[config.mk]
export PLATFORM = sky130hd
export DESIGN_NAME = ctx_store_top
export DESIGN_NICKNAME = d
export VERILOG_FILES = /design/src/rtl/ctx_store_pkg.sv /design/src/rtl/ctx_store_ctrl.sv /design/src/rtl/ctx_store_data.sv /design/src/rtl/ctx_store_top.sv
export SDC_FILE = /design/constraint.sdc
export NUM_CORES = 2
export LEC_CHECK = 0
export BUFFER_PORTS_ARGS = -buffer_cell sky130_fd_sc_hd__buf_2
export CORE_MARGIN = 4
export CORE_UTILIZATION = 45
export DETAILED_ROUTE_END_ITERATION = 12
export GPL_TIMING_DRIVEN = 1
export HOLD_SLACK_MARGIN = 0.03
export PLACE_DENSITY_LB_ADDON = 0.05
export SKIP_CTS_REPAIR_TIMING = 1
export SLEW_MARGIN = 15
export SYNTH_ARGS = -nofsm -noshare
export SYNTH_HDL_FRONTEND = slang
export SYNTH_SLANG_ARGS = --single-unit
[constraint.sdc]
create_clock -name clk -period 10.34 [get_ports clk]
set_input_delay 2.068 -clock clk [delete_from_list [all_inputs] [get_ports clk]]
set_output_delay 2.068 -clock clk [all_outputs]
set_load 0.005 [all_outputs]
[src/rtl/ctx_store_pkg.sv]
package ctx_store_pkg;

  typedef struct packed {
    logic       keyWe;
    logic       keyCtx;
    logic [2:0] keySel;
    logic [1:0] lenCode;
    logic       encrypt;
    logic       cbc;
    logic       ivWe;
    logic [1:0] ivCtx;
    logic       sivFire;
    logic [1:0] sivCtx;
  } ctx_strobe_t;

  function automatic logic [6:0] lenBytes(input logic [1:0] code);
    case (code)
      2'd0:    return 7'd16;
      2'd1:    return 7'd24;
      2'd2:    return 7'd32;
      default: return 7'd64;
    endcase
  endfunction

endpackage

[src/rtl/ctx_store_ctrl.sv]
module ctx_store_ctrl
  import ctx_store_pkg::*;
#(
  parameter int IV_CTX = 4
) (
  input  logic        clk,
  input  logic        rstN,
  input  logic        loadValid,
  input  logic        loadIsIv,
  input  logic [31:0] loadCmd,
  input  logic        sivValid,
  input  logic [31:0] sivCmd,
  output ctx_strobe_t stb,
  output logic        sivDone,
  output logic        reject
);

  logic modeBad, lenBad, keyOk, ivOk, sivOk, rejectNext;

  always_comb begin
    modeBad = loadCmd[17];
    lenBad  = (loadCmd[26:24] == 3'd0) && (loadCmd[23:22] == 2'd3);
    keyOk   = !modeBad && !lenBad;
    ivOk    = ({30'd0, loadCmd[27:26]} < 32'(IV_CTX));
    sivOk   = ({30'd0, sivCmd[27:26]} < 32'(IV_CTX));

    stb.keyWe   = loadValid && !loadIsIv && keyOk;
    stb.keyCtx  = loadCmd[27];
    stb.keySel  = loadCmd[26:24];
    stb.lenCode = loadCmd[23:22];
    stb.encrypt = loadCmd[20];
    stb.cbc     = loadCmd[16];
    stb.ivWe    = loadValid && loadIsIv && ivOk;
    stb.ivCtx   = loadCmd[27:26];
    stb.sivFire = sivValid && sivOk;
    stb.sivCtx  = sivCmd[27:26];

    rejectNext = (loadValid && !loadIsIv && !keyOk) ||
                 (loadValid && loadIsIv && !ivOk) ||
                 (sivValid && !sivOk);
  end

  always_ff @(posedge clk) begin
    if (!rstN) begin
      reject  <= 1'b0;
      sivDone <= 1'b0;
    end else begin
      reject  <= rejectNext;
      sivDone <= stb.sivFire;
    end
  end


  bad_mode_rejects_chk: assert property (@(posedge clk) disable iff (!rstN)
    (loadValid && !loadIsIv && loadCmd[17]) |=> reject);


  siv_done_cause_chk: assert property (@(posedge clk) disable iff (!rstN)
    sivDone |-> $past(sivValid));


  reject_cause_chk: assert property (@(posedge clk) disable iff (!rstN)
    reject |-> ($past(loadValid) || $past(sivValid)));

endmodule

[src/rtl/ctx_store_data.sv]
module ctx_store_data
  import ctx_store_pkg::*;
#(
  parameter int KEY_WORDS    = 8,
  parameter int IV_WORDS     = 4,
  parameter int IV_CTX       = 4,
  parameter int BUILTIN_LAST = 3
) (
  input  logic                      clk,
  input  logic                      rstN,
  input  ctx_strobe_t               stb,
  input  logic [KEY_WORDS*32-1:0]   loadPayload,
  input  logic [7:0]                sivAddrHi,
  input  logic [31:0]               sivAddrLo,
  input  logic                      lkKeyCtx,
  input  logic [1:0]                lkIvCtx,
  output logic [KEY_WORDS*32-1:0]   lkKey,
  output logic [6:0]                lkKeyLen,
  output logic                      lkEncrypt,
  output logic                      lkCbc,
  output logic                      lkKeyBad,
  output logic [IV_WORDS*32-1:0]    lkIv,
  output logic [IV_WORDS*32-1:0]    sivIv,
  output logic [39:0]               sivAddr
);

  localparam int KEY_BITS = KEY_WORDS * 32;
  localparam int IV_BITS  = IV_WORDS * 32;
  localparam int KEY_CTX  = 2;
  localparam logic [6:0] BUILTIN_BYTES = 7'd32;

  logic [KEY_BITS-1:0] keyMem [KEY_CTX];
  logic [6:0]          keyLen [KEY_CTX];
  logic                keyEnc [KEY_CTX];
  logic                keyCbc [KEY_CTX];
  logic [IV_BITS-1:0]  ivMem  [IV_CTX];

  logic [KEY_BITS-1:0] keyNext;
  logic [6:0]          lenNext;

  always_comb begin
    keyNext = '0;
    lenNext = '0;
    if (stb.keySel != 3'd0) begin
      if ({29'd0, stb.keySel} <= 32'(BUILTIN_LAST)) begin
        keyNext[7:0] = {5'd0, stb.keySel};
        lenNext      = BUILTIN_BYTES;
      end
    end else begin
      lenNext = lenBytes(stb.lenCode);
      for (int w = 0; w < KEY_WORDS; w++) begin
        if (32'(w * 4) < {25'd0, lenNext})
          keyNext[w*32 +: 32] = loadPayload[w*32 +: 32];
      end
    end
  end

  always_ff @(posedge clk) begin
    if (!rstN) begin
      for (int c = 0; c < KEY_CTX; c++) begin
        keyMem[c] <= '0;
        keyLen[c] <= '0;
        keyEnc[c] <= 1'b0;
        keyCbc[c] <= 1'b0;
      end
      for (int c = 0; c < IV_CTX; c++) ivMem[c] <= '0;
      sivIv   <= '0;
      sivAddr <= '0;
    end else begin
      if (stb.keyWe) begin
        keyMem[stb.keyCtx] <= keyNext;
        keyLen[stb.keyCtx] <= lenNext;
        keyEnc[stb.keyCtx] <= stb.encrypt;
        keyCbc[stb.keyCtx] <= stb.cbc;
      end
      if (stb.ivWe) ivMem[stb.ivCtx] <= loadPayload[IV_BITS-1:0];
      if (stb.sivFire) begin
        sivIv   <= ivMem[stb.sivCtx];
        sivAddr <= {sivAddrHi, sivAddrLo};
      end
    end
  end

  logic [IV_BITS-1:0] ivPick;

  always_comb begin
    lkKey     = keyMem[lkKeyCtx];
    lkKeyLen  = keyLen[lkKeyCtx];
    lkEncrypt = keyEnc[lkKeyCtx];
    lkCbc     = keyCbc[lkKeyCtx];
    lkKeyBad  = !(lkKeyLen == 7'd16 || lkKeyLen == 7'd24 || lkKeyLen == 7'd32);
    ivPick    = ({30'd0, lkIvCtx} < 32'(IV_CTX)) ? ivMem[lkIvCtx] : '0;
    lkIv      = lkCbc ? ivPick : '0;
  end


  builtin_len_chk: assert property (@(posedge clk) disable iff (!rstN)
    (stb.keyWe && stb.keySel != 3'd0 && {29'd0, stb.keySel} <= 32'(BUILTIN_LAST))
      |=> keyLen[$past(stb.keyCtx)] == BUILTIN_BYTES);


  no_long_key_chk: assert property (@(posedge clk) disable iff (!rstN)
    lkKeyLen <= 7'd32);


  iv_store_chk: assert property (@(posedge clk) disable iff (!rstN)
    stb.ivWe |=> ivMem[$past(stb.ivCtx)] == $past(loadPayload[IV_BITS-1:0]));


  ecb_no_iv_chk: assert property (@(posedge clk) disable iff (!rstN)
    !lkCbc |-> lkIv == '0);

endmodule

[src/rtl/ctx_store_top.sv]
module ctx_store_top
  import ctx_store_pkg::*;
#(
  parameter int KEY_WORDS    = 8,
  parameter int IV_WORDS     = 4,
  parameter int IV_CTX       = 4,
  parameter int BUILTIN_LAST = 3
) (
  input  logic                     clk,
  input  logic                     rstN,
  input  logic                     loadValid,
  input  logic                     loadIsIv,
  input  logic [31:0]              loadCmd,
  input  logic [KEY_WORDS*32-1:0]  loadPayload,
  input  logic                     sivValid,
  input  logic [31:0]              sivCmd,
  input  logic [31:0]              sivAddrLo,
  input  logic                     lkKeyCtx,
  input  logic [1:0]               lkIvCtx,
  output logic [KEY_WORDS*32-1:0]  lkKey,
  output logic [6:0]               lkKeyLen,
  output logic                     lkEncrypt,
  output logic                     lkCbc,
  output logic                     lkKeyBad,
  output logic [IV_WORDS*32-1:0]   lkIv,
  output logic                     sivDone,
  output logic [IV_WORDS*32-1:0]   sivIv,
  output logic [39:0]              sivAddr,
  output logic                     reject
);

  ctx_strobe_t stb;

  ctx_store_ctrl #(.IV_CTX(IV_CTX)) u_ctrl (
    .clk(clk), .rstN(rstN),
    .loadValid(loadValid), .loadIsIv(loadIsIv), .loadCmd(loadCmd),
    .sivValid(sivValid), .sivCmd(sivCmd),
    .stb(stb), .sivDone(sivDone), .reject(reject)
  );

  ctx_store_data #(
    .KEY_WORDS(KEY_WORDS), .IV_WORDS(IV_WORDS),
    .IV_CTX(IV_CTX), .BUILTIN_LAST(BUILTIN_LAST)
  ) u_data (
    .clk(clk), .rstN(rstN), .stb(stb),
    .loadPayload(loadPayload),
    .sivAddrHi(sivCmd[7:0]), .sivAddrLo(sivAddrLo),
    .lkKeyCtx(lkKeyCtx), .lkIvCtx(lkIvCtx),
    .lkKey(lkKey), .lkKeyLen(lkKeyLen), .lkEncrypt(lkEncrypt),
    .lkCbc(lkCbc), .lkKeyBad(lkKeyBad), .lkIv(lkIv),
    .sivIv(sivIv), .sivAddr(sivAddr)
  );

endmodule

# After elaboration in Yosys (flattened, before gate mapping)
# Memory sizes are Yosys's and may differ from the RTL's. A register that Yosys moved wholly into a read port is not among the register bits.
# Index checks and enable logic that the tools add are counted.
[word_totals]
ramBits = 1042
mem_count = 5
register_bits = 42
output_inout_bits = 564
elab_cells = 83
[memory_table]
columns = ["memory", "words", "width", "read_ports", "rd_ports_with_merged_regs", "write_ports", "line", "rtl"]
rows = [
  ["u_data.ivMem", 4, 128, 2, 1, 4, "ctx_store_data.sv:36", "logic [IV_BITS-1:0] ivMem [IV_CTX];"],
  ["u_data.keyMem", 2, 256, 1, 0, 2, "ctx_store_data.sv:32", "logic [KEY_BITS-1:0] keyMem [KEY_CTX];"],
  ["u_data.keyLen", 2, 7, 1, 0, 2, "ctx_store_data.sv:33", "logic [6:0] keyLen [KEY_CTX];"],
  ["u_data.keyCbc", 2, 1, 1, 0, 2, "ctx_store_data.sv:35", "logic keyCbc [KEY_CTX];"],
  ["u_data.keyEnc", 2, 1, 1, 0, 2, "ctx_store_data.sv:34", "logic keyEnc [KEY_CTX];"],
]
[classes]
reduce_logical = 22
n_mux = 38
n_lt_le_gt_ge = 9
n_eq_ne = 6
[op_table]
columns = ["operator", "n"]
rows = [
  ["2-to-1 mux 128 bit", 2],
  ["2-to-1 mux 256 bit", 1],
  ["2-to-1 mux 32 bit", 8],
  ["OR reduction 256 bit", 1],
  ["2-to-1 mux 248 bit", 1],
  ["OR reduction 128 bit", 1],
  ["less-than comparator 5 x 7 -> 1 bit, first input constant", 4],
  ["2-to-1 mux 7 bit", 3],
  ["one-hot mux 7 bit (3 select lines)", 1],
  ["2-to-1 mux 1 bit", 18],
  ["== test 7 x 5 -> 1 bit, second input constant", 2],
  ["less-than comparator 4 x 7 -> 1 bit, first input constant", 2],
  ["2-to-1 mux 8 bit", 1],
  ["== test 7 x 6 -> 1 bit, second input constant", 1],
  ["less-than comparator 1 x 7 -> 1 bit, first input constant", 1],
  ["less-than comparator 3 x 7 -> 1 bit, first input constant", 1],
  ["OR reduction 7 bit", 1],
  ["logical AND 1 bit", 6],
  ["zero test 1 bit", 6],
  ["2-to-1 mux 6 bit", 1],
  ["== test 2 bit, second input constant", 2],
  ["less-or-equal comparator 3 x 2 -> 1 bit, second input constant", 1],
  ["zero test 3 bit", 1],
  ["2-to-1 mux 3 bit", 1],
  ["other kinds (6)", 8],
]

# Logic depth before layout (Yosys ltp)
[logic_depth]
word_depth = 10
depth_mapped = 7
ltp_nobuf = 3

# Modules after synthesis
# From an unflattened synthesis, not the netlist that was laid out.
[hier_totals]
cells_unflattened = 3712
hier_area_um2 = 54546.1
[by_module_without_submodules]
columns = ["module", "seq_area_each_um2", "area_each_um2", "instances", "cells_each"]
rows = [
  ["ctx_store_data", 34433.0, 54345.9, 1, 3688],
  ["ctx_store_ctrl", 40.0, 200.2, 1, 24],
]

# Worst setup path after synthesis
# Ideal clock, no wire load.
[synth_path]
kind = "input-to-reg"
startpoint = "in loadCmd[26]"
endpoint = "mem u_data.keyLen[0][3] (enable)"
path_buffers = 2
stages = 5
path_slack_ps = 888
arrival_time_ps = 7479
path_cell_list = "buf_6 -> or3_1 -> buf_2 -> o211ai_1 -> nand2_1"
[synth_lines]
columns = ["element", "line", "rtl"]
rows = [
  ["from (decl)", "ctx_store_top.sv:13", "input logic [31:0] loadCmd,"],
  ["to (decl)", "ctx_store_data.sv:33", ""],
]

# Final worst setup path
[layout_path]
startpoint = "in lkKeyCtx"
endpoint = "out lkKey[148]"
[layout_between]
elab_chain_cells = 1
[layout_rtl]
columns = ["element", "line", "rtl"]
rows = [
  ["from (decl)", "ctx_store_top.sv:18", "input logic lkKeyCtx,"],
  ["memory (2 x 256 bit)", "--", ""],
  ["to (decl)", "ctx_store_top.sv:20", "output logic [KEY_WORDS*32-1:0] lkKey,"],
]
# Every way passes these cells.

==> reports/summary.txt <==
Unrepaired setup endpoints after global routing: false
Fraction of layout cells with a size suffix above 1: 36.22%
P_leak: 25.24 nW
Initial Util: 45.37%
Sequential share of power: 49.6%
Setup TNS: 0 ns
DRT iter0 DRCs: 2,404
Top Metal Used: met5
Worst setup EP type: output pin
PD cells: 177.3 nW/um^2
Site Rows: 127
Filler Cells Inserted: 10,200
EDFF count, synth: 1,032
NetSw: 0.002614 W
Comb pwr share: 8.9%
DP Wirelength: 98.49 mm
Gpl congestion: 0.7415
Startpoint types: input pin
PortBufs: 875
Reg2reg path depth: 3
Placed Cells incl. Taps: 5,937
Fmax: 0.1486 GHz
Final Skew: 0.03184 ns
Non-filler cells, final: 6,200
Max-slew headroom: 26.68%
Worst-path fanout max: 69
Final Slew Violations: 0
Critical path arrival: 4.66 ns
Mapped Cells: 3,667
CTS sink count: 1,206
Initial antenna violation count: 28
Avg Cell Area, Syn: 14.86 sq um
CTS Buf Count: 137
CTS tree: done
Worst-Margin Slew: 1.100 ns
WL/cell: 25.64 microns
Most instantiated library cell after synthesis: edfxtp_1
CTS clk-pin slew, worst paths: 0.05 ns
Commonest cells post-synth: 1,032 x edfxtp_1, 1,021 x and2_1, 266 x nand2_1
WL final: 158.9 mm
Critical Path RT: 8.27 ns
M1 WL: 62.49 mm
WL met3: 13.49 mm
Worst skew pair latency: 0.73 ns
YS warnings: 0
Antenna-violating nets left: 0
R2R Path End: u_data.sivIv[62]
Largest net degree at the start of global routing: 128
First drt pass iteration count: 6
Total gr overflow: 0
Mapped Area: 54,500 sq um
First-pass GRT wire length: 230.4 mm
Post-synth ARST share: 0%
Routed vias: 32,720
# IOs: 924
Yosys top cell by area: edfxtp_1
Count of cell types in the netlist: 35
Min-Delay Path Class: flip-flop to flip-flop
Root Driver: clkbuf_16
FF-to-FF setup slack: 9.17 ns
CTS Buffer Depth: 3
Final-report hold violation count: 0
Vias in the first global route: 33,680
Yosys top cell area share: 56.86%
H-tree depth: 4
Number of setup violations in the final report: 0
Met2 Wirelength: 78.41 mm
Crit Path Class: input pin to output pin
Status: completed
Clock share of power: 41.5%
Ys flop type: edfxtp_1
Final period utilization: 65.10%
CP startpoint: lkKeyCtx
FF-to-FF Start: u_data.ivMem[0][62]
Peak VDD IR: 0.1588 mV
Fin nets: 4,824
Area Growth Syn to Fin: 18.96%
Register area share after synthesis: 63.26%
Vias/cell: 5.277
Switch share: 22.74%
Worst Setup EP: lkKey[148]
Design Power: 0.01149 W
Total GRT Usage: 24.70%
Die H: 356.0 microns
Yosys reg bits: 1,206
Die area: 126,700 sq um
Max_cap viols: 0
Internal: 0.008880 W
Area contributors post-synth: edfxtp_1 57%, and2_1 12%, mux4_2 11%
Die W: 356.0 microns
Core area: 120,100 sq um
Minimum clock period: 6.731 ns
# DRC: 0
-- cells by family after synthesis --
logic type                share of synthesized area, %
AOI/OAI and AO/OA                               0.1079
xor gates and xnor gates                       0.01607
buffers and inverters                            2.059
DFF                                              63.26
muxes                                            16.80
other                                         0.006881
and+or+nand+nor                                  17.76
-- through the flow --
stage	hold WS (ns)	setup WS (ns)	util [%]	instance area, sq um
final	0.4642	3.609	53.97	64830
after CTS	0.4662	3.595	53.95	64800
after floorplan	0.4374	0.8878	-	54510
after global routing	0.4853	3.520	53.95	64810
after detailed placement	0.4550	3.583	50.25	60360
after global placement	0.4558	3.584	50.25	60360
-- power groups by stage --
stage               clock, W  combinational, W  sequential, W
floorplan                  0          0.000560        0.00581
global placement           0           0.00105        0.00578
detailed placement         0           0.00105        0.00580
CTS                  0.00488           0.00105        0.00570
global route         0.00509           0.00111        0.00573
finish               0.00478           0.00102        0.00570
-- flip-flops by register name (all words and copies together), names as in the netlist --
register / cells
u_data.ivMem: 512
u_data.keyMem: 512
u_data.sivIv: 128
u_data.sivAddr: 40
u_data.keyLen: 8
u_data.keyCbc: 2
u_data.keyEnc: 2
u_ctrl.reject: 1
u_ctrl.sivDone: 1
-- worst max-delay path, stage by stage --
cell	delay, ns
buf_8	0.24
buf_4	0.70
buf_4	0.89
mux2_2	0.45
buf_2	0.13
-- layout make-up --
type,count,area [sq um],area share [%]
Clock buffer,197,4005,6.178
Antenna cell,10,25.02,0.03860
Inverter,4,15.01,0.02316
Sequential cell,1206,34470,53.17
Tap cell,1612,2017,3.111
Timing Repair Buffer,921,4855,7.488
Multi-Input combinational cell,2194,19000,29.31
Clock inverter,56,436.7,0.6736
-- layout by cell type (no fill, tap or decap), types with 4 or more instances in the layout --
cell,synthesis,final
dfxtp_1,174,174
clkinv_1,0,18
clkbuf_16,0,146
inv_1,4,4
nor2b_1,171,171
buf_2,45,868
buf_6,1,4
conb_1,1,5
buf_4,3,40
diode_2,0,10
nor3_1,6,4
clkbuf_8,0,16
mux2i_1,45,44
nor4_4,4,4
nand3b_1,128,128
clkbuf_1,180,35
buf_12,0,6
mux2_2,261,261
mux4_2,256,256
nor2_1,5,5
nand2_1,266,263
clkinv_2,0,25
bufinv_16,0,5
and2_1,1021,1020
edfxtp_1,1032,1032
-- worst min-delay path by stage --
stage               cells after the start               from           endpoint  slack, ns
floorplan                               2   u_data.keyCbc[0]   u_data.keyCbc[0]       0.44
global placement                        2   u_data.sivIv[20]   u_data.sivIv[20]       0.46
detailed placement                      2    u_data.sivIv[0]    u_data.sivIv[0]       0.45
CTS                                     2    u_data.sivIv[0]    u_data.sivIv[0]       0.47
global route                            2  u_data.sivIv[116]  u_data.sivIv[116]       0.49
finish                                  2    u_data.sivIv[0]    u_data.sivIv[0]       0.46
-- routing by layer --
| metal | vias to the layer above | GRT usage, % |
|---|---|---|
| li1 | 14840 | - |
| met1 | 16590 | 31.08 |
| met2 | 1049 | 41.49 |
| met3 | 224 | 7.278 |
| met4 | 12 | 7.304 |
| met5 | - | 0 |
No activity file was read; power rests on OpenSTA's default activity.
